===== src/rtl/cct_pkg.sv =====
package cct_pkg;
  localparam int TMR_W  = 16;
  localparam int BYTE_W = 8;
  localparam int ADDR_W = 3;
  localparam int N_CMP  = 2;
  localparam int N_EV   = N_CMP + 1;

  typedef enum logic [ADDR_W-1:0] {
    A_CTRL = 3'd0,
    A_FFC  = 3'd1,
    A_C0L  = 3'd2,
    A_C0H  = 3'd3,
    A_C1L  = 3'd4,
    A_C1H  = 3'd5,
    A_CPL  = 3'd6,
    A_CPH  = 3'd7
  } reg_addr_e;

  typedef enum logic [1:0] {
    FF_FLIP = 2'b00,
    FF_SET  = 2'b01,
    FF_CLR  = 2'b10,
    FF_KEEP = 2'b11
  } ff_cmd_e;
endpackage


===== src/rtl/cct_core.sv =====
module cct_core
  import cct_pkg::*;
#(
  parameter int PRE_DIV = 4
) (
  input  logic                        clk,
  input  logic                        rst,
  input  logic                        run_en,
  input  logic                        pre_en,
  input  logic [N_CMP-1:0][TMR_W-1:0] cmp,
  output logic [TMR_W-1:0]            cnt_q,
  output logic [N_CMP-1:0]            irq_q
);
  logic running;
  logic tick;
  logic [TMR_W-1:0] cnt_nx;

  assign running = run_en & pre_en;
  assign cnt_nx  = cnt_q + 1'b1;

  generate
    if (PRE_DIV <= 1) begin : g_nodiv
      assign tick = running;
    end else begin : g_div
      localparam int PW = $clog2(PRE_DIV);
      localparam logic [PW-1:0] PLAST = PW'(PRE_DIV - 1);
      logic [PW-1:0] pre_q;
      always_ff @(posedge clk) begin
        if (rst || !running)   pre_q <= '0;
        else if (pre_q == PLAST) pre_q <= '0;
        else                   pre_q <= pre_q + 1'b1;
      end
      assign tick = running && (pre_q == PLAST);
    end
  endgenerate

  always_ff @(posedge clk) begin
    if (rst || !running) cnt_q <= '0;
    else if (tick)       cnt_q <= cnt_nx;
  end

  assert_stop_clears_R1: assert property (@(posedge clk) disable iff (rst)
    !(run_en && pre_en) |=> (cnt_q == '0));

  assert_step_one_R2: assert property (@(posedge clk) disable iff (rst)
    $past(running) |-> ((cnt_q == $past(cnt_q)) || (cnt_q == $past(cnt_q) + 1'b1)));

  genvar gi;
  generate
    for (gi = 0; gi < N_CMP; gi++) begin : g_cmp
      always_ff @(posedge clk) begin
        if (rst) irq_q[gi] <= 1'b0;
        else     irq_q[gi] <= tick && (cnt_nx == cmp[gi]);
      end

      assert_irq_single_R8: assert property (@(posedge clk) disable iff (rst)
        irq_q[gi] |=> !irq_q[gi]);

      assert_irq_on_value_R8: assert property (@(posedge clk) disable iff (rst)
        (irq_q[gi] && $stable(cmp[gi])) |-> (cnt_q == cmp[gi]));
    end
  endgenerate
endmodule


===== src/rtl/cct_regs.sv =====
module cct_regs
  import cct_pkg::*;
#(
  parameter logic [TMR_W-1:0] CMP_RST = '1
) (
  input  logic                        clk,
  input  logic                        rst,
  input  logic [ADDR_W-1:0]           addr,
  input  logic [BYTE_W-1:0]           wdata,
  input  logic                        we,
  input  logic                        re,
  input  logic [TMR_W-1:0]            cnt,
  input  logic                        ff_val,
  output logic [BYTE_W-1:0]           rdata_q,
  output logic                        run_q,
  output logic                        pre_q,
  output logic [N_CMP-1:0][TMR_W-1:0] cmp_q,
  output logic [N_EV-1:0]             ev_en_q,
  output logic                        ff_wr,
  output logic [1:0]                  ff_cmd,
  output logic                        cap_fire
);
  logic              cap_bit_q;
  logic [TMR_W-1:0]  cap_q;
  logic [BYTE_W-1:0] hold_q;
  logic              wr_ctrl;

  assign wr_ctrl  = we && (addr == A_CTRL);
  assign cap_fire = wr_ctrl && pre_q && (!wdata[2] || !cap_bit_q);
  assign ff_wr    = we && (addr == A_FFC);
  assign ff_cmd   = wdata[1:0];

  always_ff @(posedge clk) begin
    if (rst) begin
      run_q     <= 1'b0;
      pre_q     <= 1'b0;
      cap_bit_q <= 1'b1;
      cmp_q     <= {N_CMP{CMP_RST}};
      ev_en_q   <= '0;
    end else if (we) begin
      case (reg_addr_e'(addr))
        A_CTRL: begin
          run_q     <= wdata[0];
          pre_q     <= wdata[1];
          cap_bit_q <= wdata[2];
        end
        A_FFC:  ev_en_q         <= wdata[4:2];
        A_C0L:  cmp_q[0][7:0]   <= wdata;
        A_C0H:  cmp_q[0][15:8]  <= wdata;
        A_C1L:  cmp_q[1][7:0]   <= wdata;
        A_C1H:  cmp_q[1][15:8]  <= wdata;
        default: ;
      endcase
    end
  end

  always_ff @(posedge clk) begin
    if (rst)           cap_q <= '0;
    else if (cap_fire) cap_q <= cnt;
  end

  always_ff @(posedge clk) begin
    if (rst) begin
      rdata_q <= '0;
      hold_q  <= '0;
    end else if (re) begin
      case (reg_addr_e'(addr))
        A_CTRL: rdata_q <= {5'b0, cap_bit_q, pre_q, run_q};
        A_FFC:  rdata_q <= {2'b0, ff_val, ev_en_q, FF_KEEP};
        A_C0L:  rdata_q <= cmp_q[0][7:0];
        A_C0H:  rdata_q <= cmp_q[0][15:8];
        A_C1L:  rdata_q <= cmp_q[1][7:0];
        A_C1H:  rdata_q <= cmp_q[1][15:8];
        A_CPL: begin
          rdata_q <= cap_q[7:0];
          hold_q  <= cap_q[15:8];
        end
        default: rdata_q <= hold_q;
      endcase
    end
  end

  assert_no_cap_stopped_R5: assert property (@(posedge clk) disable iff (rst)
    !pre_q |=> $stable(cap_q));

  assert_cap_read_only_R6: assert property (@(posedge clk) disable iff (rst)
    (we && ((addr == A_CPL) || (addr == A_CPH))) |=> $stable(cap_q));

  assert_high_frozen_R7: assert property (@(posedge clk) disable iff (rst)
    (re && !we && (addr == A_CPH)) |=> (rdata_q == $past(hold_q)));
endmodule


===== src/rtl/cct_outff.sv =====
module cct_outff
  import cct_pkg::*;
(
  input  logic            clk,
  input  logic            rst,
  input  logic            cmd_wr,
  input  logic [1:0]      cmd,
  input  logic [N_EV-1:0] ev,
  input  logic [N_EV-1:0] ev_en,
  output logic            ff_q
);
  logic flip;
  logic cmd_act;

  assign flip    = ^(ev & ev_en);
  assign cmd_act = cmd_wr && (ff_cmd_e'(cmd) != FF_KEEP);

  always_ff @(posedge clk) begin
    if (rst) begin
      ff_q <= 1'b0;
    end else if (cmd_act) begin
      case (ff_cmd_e'(cmd))
        FF_SET:  ff_q <= 1'b1;
        FF_CLR:  ff_q <= 1'b0;
        default: ff_q <= ~ff_q;
      endcase
    end else if (flip) begin
      ff_q <= ~ff_q;
    end
  end

  assert_cmd_set_R9: assert property (@(posedge clk) disable iff (rst)
    (cmd_wr && (cmd == 2'b01)) |=> ff_q);

  assert_cmd_clear_R9: assert property (@(posedge clk) disable iff (rst)
    (cmd_wr && (cmd == 2'b10)) |=> !ff_q);

  assert_quiet_holds_R10: assert property (@(posedge clk) disable iff (rst)
    (!cmd_wr && ((ev & ev_en) == '0)) |=> $stable(ff_q));
endmodule


===== src/rtl/cct_timer.sv =====
module cct_timer
  import cct_pkg::*;
#(
  parameter int                PRE_DIV = 4,
  parameter logic [TMR_W-1:0]  CMP_RST = '1
) (
  input  logic              clk,
  input  logic              rst,
  input  logic [ADDR_W-1:0] addr,
  input  logic [BYTE_W-1:0] wdata,
  input  logic              we,
  input  logic              re,
  output logic [BYTE_W-1:0] rdata,
  output logic              irq_cmp0,
  output logic              irq_cmp1,
  output logic              tmr_out
);
  logic                        run_q;
  logic                        pre_q;
  logic [N_CMP-1:0][TMR_W-1:0] cmp_q;
  logic [N_EV-1:0]             ev_en_q;
  logic                        ff_wr;
  logic [1:0]                  ff_cmd;
  logic                        cap_fire;
  logic [TMR_W-1:0]            cnt_q;
  logic [N_CMP-1:0]            irq_q;
  logic                        ff_q;

  cct_regs #(.CMP_RST(CMP_RST)) regs_i (
    .clk(clk), .rst(rst), .addr(addr), .wdata(wdata), .we(we), .re(re),
    .cnt(cnt_q), .ff_val(ff_q), .rdata_q(rdata), .run_q(run_q), .pre_q(pre_q),
    .cmp_q(cmp_q), .ev_en_q(ev_en_q), .ff_wr(ff_wr), .ff_cmd(ff_cmd),
    .cap_fire(cap_fire)
  );

  cct_core #(.PRE_DIV(PRE_DIV)) core_i (
    .clk(clk), .rst(rst), .run_en(run_q), .pre_en(pre_q), .cmp(cmp_q),
    .cnt_q(cnt_q), .irq_q(irq_q)
  );

  cct_outff outff_i (
    .clk(clk), .rst(rst), .cmd_wr(ff_wr), .cmd(ff_cmd),
    .ev({cap_fire, irq_q[1], irq_q[0]}), .ev_en(ev_en_q), .ff_q(ff_q)
  );

  assign irq_cmp0 = irq_q[0];
  assign irq_cmp1 = irq_q[1];
  assign tmr_out  = ff_q;
endmodule


===== config.mk =====
export PLATFORM = sky130hd
export DESIGN_NAME = cct_timer
export DESIGN_NICKNAME = d
export VERILOG_FILES = /design/src/rtl/cct_pkg.sv /design/src/rtl/cct_core.sv /design/src/rtl/cct_regs.sv /design/src/rtl/cct_outff.sv /design/src/rtl/cct_timer.sv
export SDC_FILE = /design/constraint.sdc
export NUM_CORES = 1
export LEC_CHECK = 0
export BUFFER_PORTS_ARGS = -buffer_cell sky130_fd_sc_hd__buf_2
export CAP_MARGIN = 20
export CORE_MARGIN = 4
export CORE_UTILIZATION = 61
export DETAILED_ROUTE_END_ITERATION = 16
export HOLD_SLACK_MARGIN = 0.1
export PLACE_DENSITY = 0.75
export SYNTH_ARGS = -nofsm -noshare
export SYNTH_HDL_FRONTEND = slang
export SYNTH_SLANG_ARGS = --single-unit

===== constraint.sdc =====
create_clock -name clk -period 3.6 [get_ports clk]
set_input_delay 0.18 -clock clk [delete_from_list [all_inputs] [get_ports clk]]
set_output_delay 0.18 -clock clk [all_outputs]
set_load 0.02 [all_outputs]

==> results.yml <==
routing:
  drc: 0
  ant_nets: 0
  drt_wl_total_mm: 13.6
  wl_per_cell_microns: 19.4
  firstDrtPassIters: 5
  viasPerCell: 6.26
  via_count: 4393
  first_iter_violations: 304
worst_setup_path:
  cp_top_family: "simple AND/OR/NAND/NOR gates"
  crit_path_top_delay_cell: "dfxtp_1"
  end_kind: "flip-flop"
  crit_fanout: 10
  cp_common_cell: "or4_1"
  crit_buf_inv: 0
  crit_type: "reg2reg"
  start_kind: "flip-flop"
  crit_start: "core_i.cnt_q[0]$_SDFFE_PP0P_"
  crit_arrival_ns: 3.26
  required_ns: 3.87
  slowest_delay_ns: 0.56
  timing.rr.start: "core_i.cnt_q[0]$_SDFFE_PP0P_"
  crit_chain: "ha_1 -> nand3_2 -> nor3_4 -> o32ai_1 -> or4_1 -> or4_1 -> nor4_2"
cells_and_area:
  final_common_cell: "dfxtp_1"
  fin_cells: 702
  num-fill-cells: 711
  fin_area_sq_um: 5270
  drive_above_1_share: 0.108
  num_antenna_cells: 0
  area_growth_pct: 5.70
  nNetsFinal: 615
  most-common-layout-cells: "91 x dfxtp_1, 85 x nand2_1, 71 x nor2_1"
clocking:
  clock_sinks: 91
  clk_path_buf_depth: 2
  h-tree-depth: 3
  cts_setup_buffers: 0
  cts-root-buf: "clkbuf_8"
  cts_tree: "done"
  clkTransAtPathRegs_ns: 0.09
  numCtsBuffers: 9
  clk_latency_ns: 0.37
  cts_resized: 0
pwr:
  comb_power_share: 0.091
  p_int_uw: 1420
  power.switching_uw: 513
  switching_share: 0.265
  p_clk_frac: 0.367
  leakagePower_uw: 0.00203
  p_per_area_nw_per_um2: 367
  vdd_drop_max_mv: 0.220
  p_seq_frac: 0.543
timing:
  rsz0062_at_grt: "false"
  tns_ns: 0
  finalMaxSlewViolations: 0
  fin_crit_sh: 0.830
  min_period_ns: 2.99
  hold_viol: 0
  fmax_ghz: 0.335
  worstMarginPinSlew_ns: 1.09
  whs_ns: 0.119
  setup_violations: 0
  relSlewSlack: 0.271
  fin_skew_ns: 0.0156
floorplanning:
  initial_core_util: 0.636
  die_w_microns: 98.4
  rows: 32
  dieArea_sq_um: 9690
  top_level_ports: 26
  coreArea_sq_um: 7850
  die_h_microns: 98.4
synth:
  ys.flop_type: "dfxtp_1"
  syn_area_sq_um: 4990
  ys.warnings.count: 0
  synth_nets: 618
  ys_seq_area_frac: 0.365
  ys_ff_latch: 91
  syn_area_per_cell_sq_um: 8.34
  synth_edf_count: 0
  netlist-cell-type-count: 62
  synth-async-reset-ratio: 0
  netlist_instances: 598
placement:
  placed_area_sq_um: 5050
  place.detailed.hpwl_mm: 9.68
  dp.cells: 684
  gp_congestion: 1.01
  port_buffers: 25
status:
  status: "finished clean"
job:
  drv_cap: 0
hold_path:
  worst_hold_path_type: "in2reg"
  hp-start: "wdata[7]"
global_routing:
  overflow: 0
  grt_pass1_wl_mm: 21.8
  grt_pass1_vias: 4035
  grt_max_degree: 73
  track_usage: 0.285
  antenna_found_initial: 0
## final timing paths
check                                           to  slack [ns]  cells after the start
setup / recovery        core_i.irq_q[1]$_SDFF_PP0_        0.61                      7
hold / removal        regs_i.cmp_q[7]$_SDFFE_PP1P_        0.12                      2
setup reg to reg        core_i.irq_q[1]$_SDFF_PP0_        0.61                      7
hold reg to reg   core_i.g_div.pre_q[0]$_SDFF_PP0_        0.43                      1
## synthesized netlist by cell type (all sizes together), types with 10 or more instances
cell | number | area, sq um
a21oi | 29 | 145
o21ai | 13 | 65.1
nor2 | 71 | 267
nand3 | 14 | 75.1
mux2i | 29 | 290
a211o | 14 | 124
nand4 | 10 | 68.8
nand3b | 25 | 200
xor2 | 19 | 166
dfxtp | 91 | 1820
buf | 18 | 119
clkbuf | 28 | 106
nand2 | 86 | 339
nor2b | 18 | 113
xnor2 | 24 | 210
## timing repair
action,4_1_cts,5_1_grt
setup endpoints to repair,0,0
hold buffers,2,0
endpoints found under the hold margin,3,0
## logic make-up (layout without fill, tap and decap cells)
logic type               after synthesis  in the layout  synth area share
AND/OR/NAND/NOR                      270            270             0.281
buffers and inverters                 51             53            0.0489
flip-flops                            91             91             0.365
XOR/XNOR                              43             43            0.0755
multiplexers                          37             37            0.0785
adder cells (fa/ha/maj)                5              5            0.0125
AO/OA/AOI/OAI                        101            101             0.138
## layout make-up
type                    instances  area (sq um)  share of cell area
multi-input cells             456          2920               0.554
clock inverters                 6          71.3              0.0135
flip-flops and latches         91          1820               0.346
well taps                     102           128              0.0242
clock buffers                  10           128              0.0242
inverters                       5          18.8             0.00356
repair buffers                 32           183              0.0347
## per-layer routing
metal,GRT usage,wire (microns),vias to the layer above
met1,0.396,6080,2112
met2,0.448,6320,159
met5,0,0,-
met3,0.0432,872,29
met4,0.109,376,0
li1,-,-,2093
## stage by stage
step                      setup slack [ns]  power, uW  utilization
final                                0.613       1940        0.672
after global placement               0.709       1240        0.644
after detailed placement             0.628       1240        0.644
after floorplan                       1.11       1190            -
after CTS                            0.612       1940        0.672
after global routing                 0.406       2000        0.672
## sequential cells by signal (all words and copies together), names as in the netlist
name / count
regs_i.rdata_q: 8
regs_i.hold_q: 8
regs_i.cmp_q: 32
regs_i.pre_q: 1
core_i.irq_q: 2
core_i.cnt_q: 16
regs_i.ev_en_q: 3
core_i.g_div.pre_q: 2
regs_i.cap_bit_q: 1
regs_i.cap_q: 16
outff_i.ff_q: 1
regs_i.run_q: 1
## power groups by stage
stage,Sequential (uW),Clock (uW),Combinational (uW)
floorplan,1070,0,111
detailed placement,1070,0,170
global placement,1070,0,166
CTS,1050,719,172
global route,1050,758,191
finish,1050,710,176
Note: power is estimated with default switching activity, not from simulation.
